**src/rtl/cc_chan_pkg.sv**
```systemverilog
package cc_chan_pkg;

  typedef enum logic [1:0] {
    EDGE_RISE = 2'b00,
    EDGE_FALL = 2'b01,
    EDGE_RSVD = 2'b10,
    EDGE_BOTH = 2'b11
  } edge_code_e;

  // Event test for one sampled pair (current, previous) under a code.
  function automatic logic edge_active(input edge_code_e code,
                                       input logic cur,
                                       input logic prev);
    logic rise;
    logic fall;
    rise = cur & ~prev;
    fall = ~cur & prev;
    case (code)
      EDGE_RISE: edge_active = rise;
      EDGE_FALL: edge_active = fall;
      EDGE_BOTH: edge_active = rise | fall;
      default:   edge_active = 1'b0;
    endcase
  endfunction

endpackage

```
**src/rtl/cc_edge_sense.sv**
```systemverilog
module cc_edge_sense
  import cc_chan_pkg::*;
(
  input  logic       clk,
  input  logic       rst,
  input  logic       sig_in,
  input  logic [1:0] code_in,
  input  logic       arm_in,
  output logic       hit_o
);

  edge_code_e code;
  logic       sig_q;
  logic       hit_q;
  logic       act;

  assign code = edge_code_e'(code_in);
  assign act  = edge_active(code, sig_in, sig_q);

  always_ff @(posedge clk) begin
    if (rst) begin
      sig_q <= 1'b0;
      hit_q <= 1'b0;
    end else begin
      sig_q <= sig_in;
      hit_q <= act & arm_in;
    end
  end

  assign hit_o = hit_q;

  // the reserved code never yields an event
  a_r4_rsvd_no_hit: assert property (@(posedge clk) disable iff (rst)
    hit_q |-> ($past(code_in) != 2'b10));

  // an event needs the channel armed
  a_r6_hit_needs_arm: assert property (@(posedge clk) disable iff (rst)
    hit_q |-> $past(arm_in));

  // an event needs a change of the sampled input
  a_r7_hit_needs_change: assert property (@(posedge clk) disable iff (rst)
    hit_q |-> ($past(sig_in) != $past(sig_q)));

endmodule

```
**src/rtl/cc_capture_bank.sv**
```systemverilog
module cc_capture_bank #(
  parameter int CNT_W = 16
) (
  input  logic             clk,
  input  logic             rst,
  input  logic             hit_i,
  input  logic [CNT_W-1:0] cnt_i,
  input  logic             cap_clr,
  input  logic             ovr_clr,
  output logic [CNT_W-1:0] cap_o,
  output logic             flag_o,
  output logic             ovr_o
);

  logic [CNT_W-1:0] cap_q;
  logic             flag_q;
  logic             ovr_q;

  always_ff @(posedge clk) begin
    if (rst) begin
      cap_q  <= '0;
      flag_q <= 1'b0;
      ovr_q  <= 1'b0;
    end else begin
      if (hit_i) begin
        cap_q  <= cnt_i;
        flag_q <= 1'b1;
      end else if (cap_clr) begin
        flag_q <= 1'b0;
      end
      if (hit_i && flag_q) begin
        ovr_q <= 1'b1;
      end else if (ovr_clr) begin
        ovr_q <= 1'b0;
      end
    end
  end

  assign cap_o  = cap_q;
  assign flag_o = flag_q;
  assign ovr_o  = ovr_q;

  // the counter at the event edge lands in the register
  a_r7_cap_value: assert property (@(posedge clk) disable iff (rst)
    hit_i |=> (cap_q == $past(cnt_i)));

  // capture sets the flag
  a_r8_flag_set: assert property (@(posedge clk) disable iff (rst)
    hit_i |=> flag_q);

  // second capture on a set flag raises overcapture
  a_r9_ovr_set: assert property (@(posedge clk) disable iff (rst)
    (hit_i && flag_q) |=> ovr_q);

  // with no event the captured value holds
  a_r6_value_holds: assert property (@(posedge clk) disable iff (rst)
    !hit_i |=> $stable(cap_q));

endmodule

```
**src/rtl/cc_drive_stage.sv**
```systemverilog
module cc_drive_stage (
  input  logic clk,
  input  logic rst,
  input  logic out_mode,
  input  logic en_in,
  input  logic inv_in,
  input  logic ref_in,
  output logic pin_o,
  output logic oe_o
);

  logic pin_q;
  logic oe_q;
  logic drive;

  assign drive = out_mode & en_in;

  always_ff @(posedge clk) begin
    if (rst) begin
      pin_q <= 1'b0;
      oe_q  <= 1'b0;
    end else begin
      oe_q  <= drive;
      pin_q <= drive ? (ref_in ^ inv_in) : 1'b0;
    end
  end

  assign pin_o = pin_q;
  assign oe_o  = oe_q;

  // a disabled pin is driven low
  a_r11_off_low: assert property (@(posedge clk) disable iff (rst)
    !oe_q |-> !pin_q);

  // enable is only granted in output mode
  a_r10_oe_mode: assert property (@(posedge clk) disable iff (rst)
    oe_q |-> $past(out_mode));

endmodule

```
**src/rtl/cc_cfg_guard.sv**
```systemverilog
module cc_cfg_guard
  import cc_chan_pkg::*;
(
  input  logic       clk,
  input  logic       rst,
  input  logic       cap_mode,
  input  logic [1:0] code_in,
  input  logic       enc_mode,
  output logic       err_o
);

  edge_code_e code;
  logic       bad;
  logic       err_q;

  assign code = edge_code_e'(code_in);

  always_comb begin
    if (cap_mode) begin
      bad = (code == EDGE_RSVD) || ((code == EDGE_BOTH) && enc_mode);
    end else begin
      bad = code_in[1];
    end
  end

  always_ff @(posedge clk) begin
    if (rst) err_q <= 1'b0;
    else     err_q <= bad;
  end

  assign err_o = err_q;

  // a clean rising-edge capture setup never reports an error
  a_r5_clean_cfg: assert property (@(posedge clk) disable iff (rst)
    (cap_mode && code_in == 2'b00) |=> !err_q);

endmodule

```
**src/rtl/cc_chan_pol.sv**
```systemverilog
module cc_chan_pol #(
  parameter int CNT_W = 16
) (
  input  logic             clk,
  input  logic             rst,
  input  logic             cap_mode,
  input  logic             chan_en,
  input  logic             pol_pri,
  input  logic             pol_sec,
  input  logic             enc_mode,
  input  logic             sig_in,
  input  logic [CNT_W-1:0] cnt_val,
  input  logic             ref_wave,
  input  logic             cap_clr,
  input  logic             ovr_clr,
  output logic [CNT_W-1:0] cap_val,
  output logic             cap_flag,
  output logic             ovr_flag,
  output logic             pin_out,
  output logic             pin_oe,
  output logic             cfg_err
);

  localparam int CODE_W = 2;

  logic [CODE_W-1:0] code;
  logic              arm;
  logic              hit;

  assign code = {pol_sec, pol_pri};
  assign arm  = cap_mode & chan_en;

  cc_edge_sense u_sense (
    .clk     (clk),
    .rst     (rst),
    .sig_in  (sig_in),
    .code_in (code),
    .arm_in  (arm),
    .hit_o   (hit)
  );

  cc_capture_bank #(.CNT_W(CNT_W)) u_bank (
    .clk     (clk),
    .rst     (rst),
    .hit_i   (hit),
    .cnt_i   (cnt_val),
    .cap_clr (cap_clr),
    .ovr_clr (ovr_clr),
    .cap_o   (cap_val),
    .flag_o  (cap_flag),
    .ovr_o   (ovr_flag)
  );

  cc_drive_stage u_drive (
    .clk      (clk),
    .rst      (rst),
    .out_mode (~cap_mode),
    .en_in    (chan_en),
    .inv_in   (pol_pri),
    .ref_in   (ref_wave),
    .pin_o    (pin_out),
    .oe_o     (pin_oe)
  );

  cc_cfg_guard u_guard (
    .clk      (clk),
    .rst      (rst),
    .cap_mode (cap_mode),
    .code_in  (code),
    .enc_mode (enc_mode),
    .err_o    (cfg_err)
  );

  // capture mode keeps the pin released
  a_r11_cap_mode_off: assert property (@(posedge clk) disable iff (rst)
    cap_mode |=> !pin_oe);

  // reset leaves every output low
  a_r12_reset_clear: assert property (@(posedge clk)
    rst |=> (cap_val == '0 && !cap_flag && !ovr_flag && !pin_out && !pin_oe && !cfg_err));

endmodule

```
**config.mk**
```make
export PLATFORM = sky130hd
export DESIGN_NAME = cc_chan_pol
export DESIGN_NICKNAME = d
export VERILOG_FILES = /design/src/rtl/cc_chan_pkg.sv /design/src/rtl/cc_edge_sense.sv /design/src/rtl/cc_capture_bank.sv /design/src/rtl/cc_drive_stage.sv /design/src/rtl/cc_cfg_guard.sv /design/src/rtl/cc_chan_pol.sv
export SDC_FILE = /design/constraint.sdc
export NUM_CORES = 1
export LEC_CHECK = 0
export BUFFER_PORTS_ARGS = -buffer_cell sky130_fd_sc_hd__clkbuf_2
export CAP_MARGIN = 10
export CELL_PAD_IN_SITES_DETAIL_PLACEMENT = 1
export CELL_PAD_IN_SITES_GLOBAL_PLACEMENT = 1
export CORE_ASPECT_RATIO = 0.8
export CORE_MARGIN = 2
export CORE_UTILIZATION = 30
export CTS_BUF_LIST = sky130_fd_sc_hd__clkbuf_8
export DETAILED_ROUTE_END_ITERATION = 6
export GPL_ROUTABILITY_DRIVEN = 0
export PLACE_DENSITY = 0.77
export SLEW_MARGIN = 20
export SYNTH_ARGS = -nofsm -noshare
export SYNTH_HDL_FRONTEND = slang
export SYNTH_HIERARCHICAL = 1
export SYNTH_SLANG_ARGS = --single-unit
```
**constraint.sdc**
```tcl
create_clock -name clk -period 1.04 [get_ports clk]
set_input_delay 0.208 -clock clk [delete_from_list [all_inputs] [get_ports clk]]
set_output_delay 0.208 -clock clk [all_outputs]
set_load 0.005 [all_outputs]
```
==> metrics.txt, run 1 <==
status=finished, violations left; failing checks=negative setup slack; CTS root buf=clkbuf_8; Pint=0.00125 W; Layout area overhead=37.7%; CP max-delay cell=dfxtp_2; Crit path required time=1.20 ns; Setup crit start=u_sense/sig_q; antenna viol nets, final=0; Layout Cells excl Fill=173; switching pwr=0.000349 W; worst path arrival time=1.25 ns; count leader, synth=dfxtp_1; PD cells=1310 mW/mm²; commonest cells in the netlist=dfxtp_1 (23), nor2_1 (18), mux2i_1 (16); Hold Startpoint=cnt_val[10]; global-route wire length before repair=3320 µm; vias in the first global route=757; fmax=0.915 GHz; First-pass DRT Iterations=4; biggest fanout along the worst timing path=2; Die Area=0.00342 mm²; critical path launch point type=register; WP depth=4; asr flop ratio synth=0%; Max Cap Viol=0; I/O Buffers=47; delay-heaviest family, CP=flip-flops; Synth Area per Inst=10.7 µm²; reg2reg path depth=4; Sw Ratio=21.8%; Fin Clk Skew=0.00639 ns; Ports=48; EDFF count, synth=0; critical path class=reg -> reg; Syn Nets=112; H-tree depth=1; WL final=2060 µm; yosys warns=6; DP HPWL=1690 µm; FF+latch area=462 µm²; logic gate share of total power=9.9%; Multi-input gate area=373 µm²; antenna violations before repair=0; DRT iter0 DRCs=25; Clk network pwr share=33.4%; normalized max-slew margin=85.3%; R2R Path Start=u_sense/sig_q; flops & latches, synth=23; Synth Instances=83; RSZ-0062 raised after global routing=true; Setup violations, final=1; drt drc=0; Placed Cells=169; crit-path max cell delay=0.33 ns; Worst-Margin Slew=0.219 ns; Cell Rows=17; Hold WS=0.180 ns; Die Ht=52.7 µm; Die X-Extent=64.8 µm; Core ar.=0.00279 mm²; DR vias=778; Fill cells=343; Tmin final=1.09 ns; TritonCTS clock tree=yes; Mapped Area=888 µm²; Slew Limit Fails=0; Hold Path Depth=3; WP buf/inv=1; Initial Utilization=31.9%; Clock transition at path regs=0.08 ns; Hold Path Class=in -> reg; Synth area leaders=dfxtp_1 (52%), mux2i_1 (18%), nor2_1 (7.6%); clk buf depth=2; Synth cell types=19; largest net degree at the start of global routing=14; fraction of layout cells with a size suffix above 1=45.9%; Synth area leader=dfxtp_1; # nets final=165; worst skew pair latency=0.26 ns; LEAKAGE=0.567 nW; Inserted Clock Buffers=3; peak supply drop=561 µV; ys flop type=dfxtp_1; post-DR vias/cell=4.50; CTS Hold Bufs=0; crit path cell chain=inv_1, ha_2, mux2_4, a22o_1; grt total ovfl=0; Synth top area share=51.8%; critical path endpoint category=register; Tcrit/Tclk final=105%; Hold Vio Cnt, Final=0; register share of total power=56.6%; clock sink total=23; register area share after synthesis=51.8%; Ant. Diodes=0; Tot GR Track Use=13.0%; WL/cell=11.9 µm; final worst setup slack=-0.0530 ns
state kept, by name, summed over array words and instances, names as in the netlist:
signal         count
u_bank/cap_o      16
u_bank/flag_o      1
u_bank/ovr_o       1
u_drive/oe_o       1
u_drive/pin_o      1
u_guard/err_o      1
u_sense/hit_o      1
u_sense/sig_q      1
cells by family after synthesis:
family / Yosys count / synth area share (%)
AND/OR/NAND/NOR: 26 / 13.7
flip-flops: 23 / 51.8
multiplexers: 17 / 19.7
buffers and inverters: 10 / 7.18
AO/OA/AOI/OAI: 4 / 3.80
adder cells (fa/ha/maj): 2 / 2.82
XOR/XNOR: 1 / 0.986
worst paths after layout:
check	to	slack, ns
worst max-delay path	u_sense/hit_o	-0.05
worst min-delay path	u_bank/cap_o[10]	0.18
worst max register to register	u_sense/hit_o	-0.05
worst min register to register	u_bank/ovr_o	0.48
what timing repair did:
action	4_1_cts	5_1_grt
setup buffers	0	0
pin swaps	0	2
gates resized for setup	1	1
endpoints found under the setup margin	1	1
worst register-to-register path: stages, from the launching register on:
cell and delay [ns]:
dfxtp_2 0.33, inv_1 0.04, ha_2 0.15, mux2_4 0.26
a22o_1 0.20
layout by cell type (no fill, tap or decap), drive strengths merged:
cell	count
clkbuf	50
dfxtp	23
and2	1
a21oi	2
nand2	2
ha	2
a311oi	1
nor4bb	1
nor3	1
buf	5
nand2b	2
a22o	1
nor2	18
mux2i	16
nor3b	1
xnor2	1
mux2	1
clkinv	1
inv	6
final cells by class:
class                   instances  share of cell area [%]
multi-input cells              50                    30.5
inverters                       6                    1.84
well taps                      38                    3.89
clock inverters                 1                   0.409
repair buffers                 52                    22.3
clock buffers                   3                    3.37
flip-flops and latches         23                    37.7
metal layers:
metal	GRT usage (%)	part of all wire [%]	routed length [µm]	vias to the layer above
li1	-	-	-	374
met1	13.0	40	824	370
met2	23.9	50	1030	29
met3	5.16	8.3	172	5
met4	6.38	1.9	40	0
met5	0	0	0	-
power groups by stage:
| stage | sequential (W) | clock, W | combinational [W] |
|---|---|---|---|
| after floorplan | 0.000928 | 0 | 0.0000683 |
| after global placement | 0.000927 | 0 | 0.000153 |
| after detailed placement | 0.000928 | 0 | 0.000160 |
| after CTS | 0.000908 | 0.000564 | 0.000161 |
| after global routing | 0.000910 | 0.000604 | 0.000178 |
| final | 0.000908 | 0.000535 | 0.000159 |
stage by stage:
| stage | util, % | worst slack (ns) | area (µm²) | power, W | setup TNS [ns] |
|---|---|---|---|---|---|
| floorplan | - | -0.0154 | 890 | 0.000997 | -0.0154 |
| global placement | 41.9 | -0.0664 | 1170 | 0.00108 | -0.0664 |
| detailed placement | 41.9 | -0.108 | 1170 | 0.00109 | -0.108 |
| CTS | 43.7 | -0.0564 | 1220 | 0.00163 | -0.0564 |
| global route | 43.9 | -0.0781 | 1220 | 0.00169 | -0.0781 |
| finish | 43.9 | -0.0530 | 1220 | 0.00160 | -0.0530 |
No activity file was read; power rests on OpenSTA's default activity.
==> run 2: changes to the inputs <==
--- a/config.mk
+++ b/config.mk
@@ -7,15 +7,14 @@
 export LEC_CHECK = 0
 export BUFFER_PORTS_ARGS = -buffer_cell sky130_fd_sc_hd__clkbuf_2
 export CAP_MARGIN = 10
-export CELL_PAD_IN_SITES_DETAIL_PLACEMENT = 1
-export CELL_PAD_IN_SITES_GLOBAL_PLACEMENT = 1
 export CORE_ASPECT_RATIO = 0.8
 export CORE_MARGIN = 2
 export CORE_UTILIZATION = 30
 export CTS_BUF_LIST = sky130_fd_sc_hd__clkbuf_8
 export DETAILED_ROUTE_END_ITERATION = 6
 export GPL_ROUTABILITY_DRIVEN = 0
-export PLACE_DENSITY = 0.77
+export PLACE_DENSITY = 0.6
+export SKIP_LAST_GASP = 1
 export SLEW_MARGIN = 20
 export SYNTH_ARGS = -nofsm -noshare
 export SYNTH_HDL_FRONTEND = slang
==> run 2 against run 1 <==
The flow still finishes with violations (negative setup slack). Largest power group unchanged. Clock skew is 0.0028 ns lower. Wire length is 11% lower. Critical endpoint unchanged. Core utilization is essentially flat. Highest routed layer unchanged. Non-clock buffer count is 1 lower. Sequential power barely moved. Worst setup slack worse by 0.017 ns. Die area is the same. Maximum frequency down 1.5%. Final area is 0.10% lower. Register-to-register slack lost 0.02 ns.
==> metrics.txt, run 2 (synthesis gave the netlist of run 1 again) <==
status=finished, violations left; failing checks=negative setup slack; Tmin final=1.11 ns; WL/cell=10.6 µm; First-pass DRT Iterations=4; Initial Utilization=31.9%; Slew Limit Fails=0; vias in the first global route=663; Place WS=-0.0994 ns; Setup violations, final=1; LEAKAGE=0.564 nW; Worst-Margin Slew=0.255 ns; most common cell after layout, fill and taps aside=clkbuf_2; I/O Buffers=47; biggest fanout along the worst timing path=2; Ant. Diodes=0; TritonCTS clock tree=yes; Fin Clk Skew=0.00358 ns; clock sink total=23; DP HPWL=1460 µm; worst skew pair latency=0.26 ns; Inserted Clock Buffers=3; CTS root buf=clkbuf_8; Core Util, Final=43.9%; most frequent cells in the layout=clkbuf_2 (47), dfxtp_1 (22), nor2_1 (18), mux2i_1 (16), inv_1 (6); fraction of layout cells with a size suffix above 1=44.8%; Tot GR Track Use=10.7%; final worst setup slack=-0.0699 ns; clk buf depth=2; DRT iter0 DRCs=15; global-route wire length before repair=2730 µm; DR vias=739; fmax=0.901 GHz; critical path class=reg -> reg; Clock transition at path regs=0.08 ns; PD cells=1300 mW/mm²; CTS Hold Bufs=0; crit-path max cell delay=0.34 ns; critical path launch point type=register; worst path arrival time=1.26 ns; RSZ-0062 raised after global routing=true; antenna violations before repair=0; largest net degree at the start of global routing=19; Max Cap Viol=0; Core ar.=0.00279 mm²; Tcrit/Tclk final=107%; # nets final=164; WL final=1830 µm; post-DR vias/cell=4.30; normalized max-slew margin=82.7%; Hold WS=0.182 ns; Die Ht=52.7 µm; Placement Cell Area=0.00117 mm²; Crit path required time=1.19 ns; Cell Rows=17; critical path endpoint category=register; peak supply drop=667 µV; Largest register FFs=16; Hold Path Class=in -> reg; Hold Vio Cnt, Final=0; post-CTS setup buffer count=0; delay-heaviest family, CP=flip-flops; Finished Cell Area=0.00122 mm²; antenna viol nets, final=0; crit path cell chain=inv_1, ha_2, mux2_4, a22o_1; WP buf/inv=1; Ports=48; Die X-Extent=64.8 µm; CP max-delay cell=dfxtp_2; grt total ovfl=0; H-tree depth=1; Setup Total Neg Slack=-0.0699 ns; drt drc=0; Layout area overhead=37.6%; Die Area=0.00342 mm²
[run 2: cell types whose count changed in the layout (fill, tap and decap cells not counted), sizes merged]
cell / previous run / this run
buf: 5 / 4
[run 2: where the power goes]
group	leakage, nW	internal, W	switching (W)
Combinational	0.352	0.0000877	0.0000691
Sequential	0.187	0.000899	0.00000832
Clock	0.0255	0.000267	0.000263
[run 2: cell type report]
type / count / area [µm²]
repair buffers: 51 / 278
fillers: 283 / 1560
inverters: 6 / 22.5
flip-flops and latches: 23 / 462
clock buffers: 3 / 41.3
clock inverters: 1 / 5.00
well taps: 38 / 47.5
multi-input cells: 50 / 367
[run 2: metal layers]
layer | up-vias | part of all wire, % | GRT usage, %
li1 | 372 | - | -
met1 | 334 | 40 | 11.2
met2 | 31 | 51 | 19.9
met3 | 2 | 8.5 | 4.95
met4 | 0 | 0.60 | 2.13
met5 | - | 0 | 0
[run 2: worst reg2reg max path: cells and delay by family, from the launching register on]
kind | cells | cell delay (ns)
flip-flops | 1 | 0.34
multiplexers | 1 | 0.27
AO/OA/AOI/OAI | 1 | 0.20
adder cells (fa/ha/maj) | 1 | 0.16
buffers and inverters | 1 | 0.04
[run 2: final timing paths]
check | from | to | slack [ns] | cells after the start
worst max-delay path | u_sense/sig_q | u_sense/hit_o | -0.07 | 4
worst min register to register | u_bank/ovr_o | u_bank/ovr_o | 0.47 | 2
worst max register to register | u_sense/sig_q | u_sense/hit_o | -0.07 | 4
worst min-delay path | cnt_val[7] | u_bank/cap_o[7] | 0.18 | 3
[run 2: per-stage QoR]
stage          power (W)  cells
6_report         0.00159    172
5_1_grt          0.00168    172
4_1_cts          0.00163    172
3_5_place_dp     0.00109    168
3_3_place_gp     0.00108    168
2_1_floorplan   0.000997     83
[run 2: timing repair]
item / 4_1_cts / 5_1_grt
setup endpoints to repair: 1 / 1
gates resized for setup: 1 / 0
cloned: 0 / 0
hold endpoints to repair: 0 / 0
==> run 3: changes to the inputs <==
--- a/config.mk
+++ b/config.mk
@@ -5,6 +5,7 @@
 export SDC_FILE = /design/constraint.sdc
 export NUM_CORES = 1
 export LEC_CHECK = 0
+export ABC_AREA = 1
 export BUFFER_PORTS_ARGS = -buffer_cell sky130_fd_sc_hd__clkbuf_2
 export CAP_MARGIN = 10
 export CORE_ASPECT_RATIO = 0.8
@@ -13,7 +14,7 @@
 export CTS_BUF_LIST = sky130_fd_sc_hd__clkbuf_8
 export DETAILED_ROUTE_END_ITERATION = 6
 export GPL_ROUTABILITY_DRIVEN = 0
-export PLACE_DENSITY = 0.6
+export PLACE_DENSITY = 0.59
 export SKIP_LAST_GASP = 1
 export SLEW_MARGIN = 20
 export SYNTH_ARGS = -nofsm -noshare
==> run 3 against run 2 <==
The run now ends clean. Combinational power grew 15%. Total power grew 2.4%. Clock-buffer cell count is the same. Non-clock buffer count shrank 2. Wire length grew 5.9%. Sequential cell count is the same. Worst hold slack lost 0.010 ns. Sequential share of layout area shrank 1.1 points. Area after synthesis grew 7.3%. Final area grew 2.7%. Highest routed layer unchanged. Core utilization shrank 2.9 points.
==> metrics.txt, run 3 <==
critical path endpoint category=output port; drt drc=0; wire length on met2=845 µm; ys flop type=dfxtp_1; global-route wire length before repair=3310 µm; post-DR vias/cell=4.14; WP depth=1; Synth cell types=17; Cell Rows=18; Place WS=0.0535 ns; Tot GR Track Use=12.0%; antenna violations before repair=0; Finished Cell Area=0.00125 mm²; CP max-delay cell=dfxtp_1; vias in the first global route=782; yosys warns=6; worst skew pair latency=0.26 ns; critical path class=reg -> out; Max Cap Viol=0; met3 WL=209 µm; number of gates resized after CTS=0; WL/cell=9.23 µm; Die X-Extent=67.0 µm; # nets final=200; Syn Nets=150; biggest fanout along the worst timing path=3; commonest cells in the netlist=nor2_1 (32), dfxtp_1 (23), inv_1 (18); Tcrit/Tclk final=93.7%; Fin Clk Skew=0.00303 ns; most common cell after layout, fill and taps aside=clkbuf_2; Synth top area share=48.3%; final worst setup slack=0.0659 ns; WP buf/inv=1; fraction of layout cells with a size suffix above 1=38.2%; reg2reg path depth=6; register area share after synthesis=48.3%; Setup Total Neg Slack=0 ns; normalized max-slew margin=86.0%; peak supply drop=583 µV; flops & latches, synth=23; critical path launch point type=register; Hold Vio Cnt, Final=0; worst path arrival time=0.77 ns; Synth Area per Inst=7.88 µm²; CTS Hold Bufs=0; Synth Instances=121; wl on met1=876 µm; Inserted Clock Buffers=3; Initial Utilization=31.1%; clock sink total=23; largest net degree at the start of global routing=19; asr flop ratio synth=0%; clk buf depth=2; grt total ovfl=0; Placement Cell Area=0.00121 mm²; Fill cells=339; R2R Path Start=u_sense/sig_q; worst reg2reg path endpoint=u_sense/hit_o; WL final=1940 µm; Largest register FFs=16; Multi-input gate area=353 µm²; Tmin final=0.974 ns; delay-heaviest family, CP=flip-flops; fmax=1.03 GHz; CTS root buf=clkbuf_8; I/O Buffers=47; DP HPWL=1530 µm; Hold Startpoint=cnt_val[10]; Worst-Margin Slew=0.210 ns; Die Ht=54.4 µm; Hold WS=0.171 ns; EDFF count, synth=0; antenna viol nets, final=0; DR top layer=met4; RSZ-0062 raised after global routing=false; end of the worst hold path=u_bank/cap_o[10]; Ant. Diodes=0; Slew Limit Fails=0; crit path cell chain=clkbuf_2; TritonCTS clock tree=yes; Mapped Area=953 µm²; FF+latch area=460 µm²; DR vias=869; Hold Path Depth=3; PD cells=1300 mW/mm²; reg2reg setup slack=0.12 ns; crit-path max cell delay=0.38 ns; count leader, synth=nor2_1; DRT iter0 DRCs=38; Synth area leaders=dfxtp_1 (48%), nor2_1 (13%), inv_1 (7.1%); Hold Path Class=in -> reg; LEAKAGE=0.701 nW; Setup violations, final=0; most frequent cells in the layout=clkbuf_2 (47), nor2_1 (32), dfxtp_1 (23), inv_1 (18); Crit path required time=0.83 ns; Core ar.=0.00306 mm²; post-CTS setup buffer count=0; status=finished, final reports clean; H-tree depth=1; Synth area leader=dfxtp_1; Layout area overhead=31.6%; Die Area=0.00365 mm²; First-pass DRT Iterations=2; Clock transition at path regs=0.08 ns; Ports=48
run 3: changes by cell type in the layout (fill, tap and decap cells not counted), moves of 2 or more:
| cell | delta |
|---|---|
| nor2_1 | +14 |
| o21ai_0 | +12 |
| a21oi_2 | +2 |
| o21ai_1 | +4 |
| nor2_2 | +6 |
| a21oi_1 | -2 |
| nand3_1 | +2 |
| mux2i_1 | -16 |
| nand2_1 | +10 |
| buf_4 | -2 |
| nand2b_1 | -2 |
| inv_1 | +12 |
run 3: worst max path at each step:
stage | slack (ns) | startpoint | endpoint
floorplan | 0.17 | u_sense/sig_q | u_sense/hit_o
global placement | 0.09 | sig_in | u_sense/hit_o
detailed placement | 0.05 | sig_in | u_sense/hit_o
CTS | 0.05 | u_bank/flag_o | cap_flag
global route | 0.007 | u_sense/sig_q | u_sense/hit_o
finish | 0.07 | u_bank/flag_o | cap_flag
run 3: layout make-up:
| type | count | share of cell area (%) |
|---|---|---|
| Tap cell | 40 | 3.99 |
| Clock buffer | 3 | 3.29 |
| Timing Repair Buffer | 49 | 20.9 |
| Sequential cell | 23 | 36.7 |
| Multi-Input combinational cell | 74 | 28.1 |
| Inverter | 20 | 6.58 |
| Clock inverter | 1 | 0.399 |
run 3: where the power goes:
group          total, W  switching, W  internal [W]
Combinational  0.000180     0.0000925     0.0000875
Clock          0.000528      0.000262      0.000266
Sequential     0.000924     0.0000144      0.000910
Total           0.00163      0.000369       0.00126
run 3: logic make-up after synthesis:
group | Yosys count | share of synthesized area [%]
AND/OR/NAND/NOR | 54 | 24.1
buffers and inverters | 24 | 14.7
flip-flops | 23 | 48.3
AO/OA/AOI/OAI | 18 | 10.2
adder cells (fa/ha/maj) | 2 | 2.62
run 3: layer usage:
metal | vias to the layer above | global-route usage (%)
li1 | 462 | -
met3 | 2 | 5.35
met4 | 0 | 1.02
met5 | - | 0
met2 | 35 | 19.6
met1 | 370 | 15.2
run 3: through the flow:
step	total power, W	util [%]	cells
floorplan	0.00103	-	121
global placement	0.00112	39.5	206
detailed placement	0.00113	39.5	206
CTS	0.00167	41.0	210
global route	0.00174	41.0	210
finish	0.00163	41.0	210
run 3: worst register-to-register path, stage by stage (launching register included):
cell and delay, ns:
dfxtp_1 0.32, ha_1 0.27, inv_1 0.03, nand2_1 0.04
nand2_1 0.04, nor2_1 0.08, nor2_1 0.04
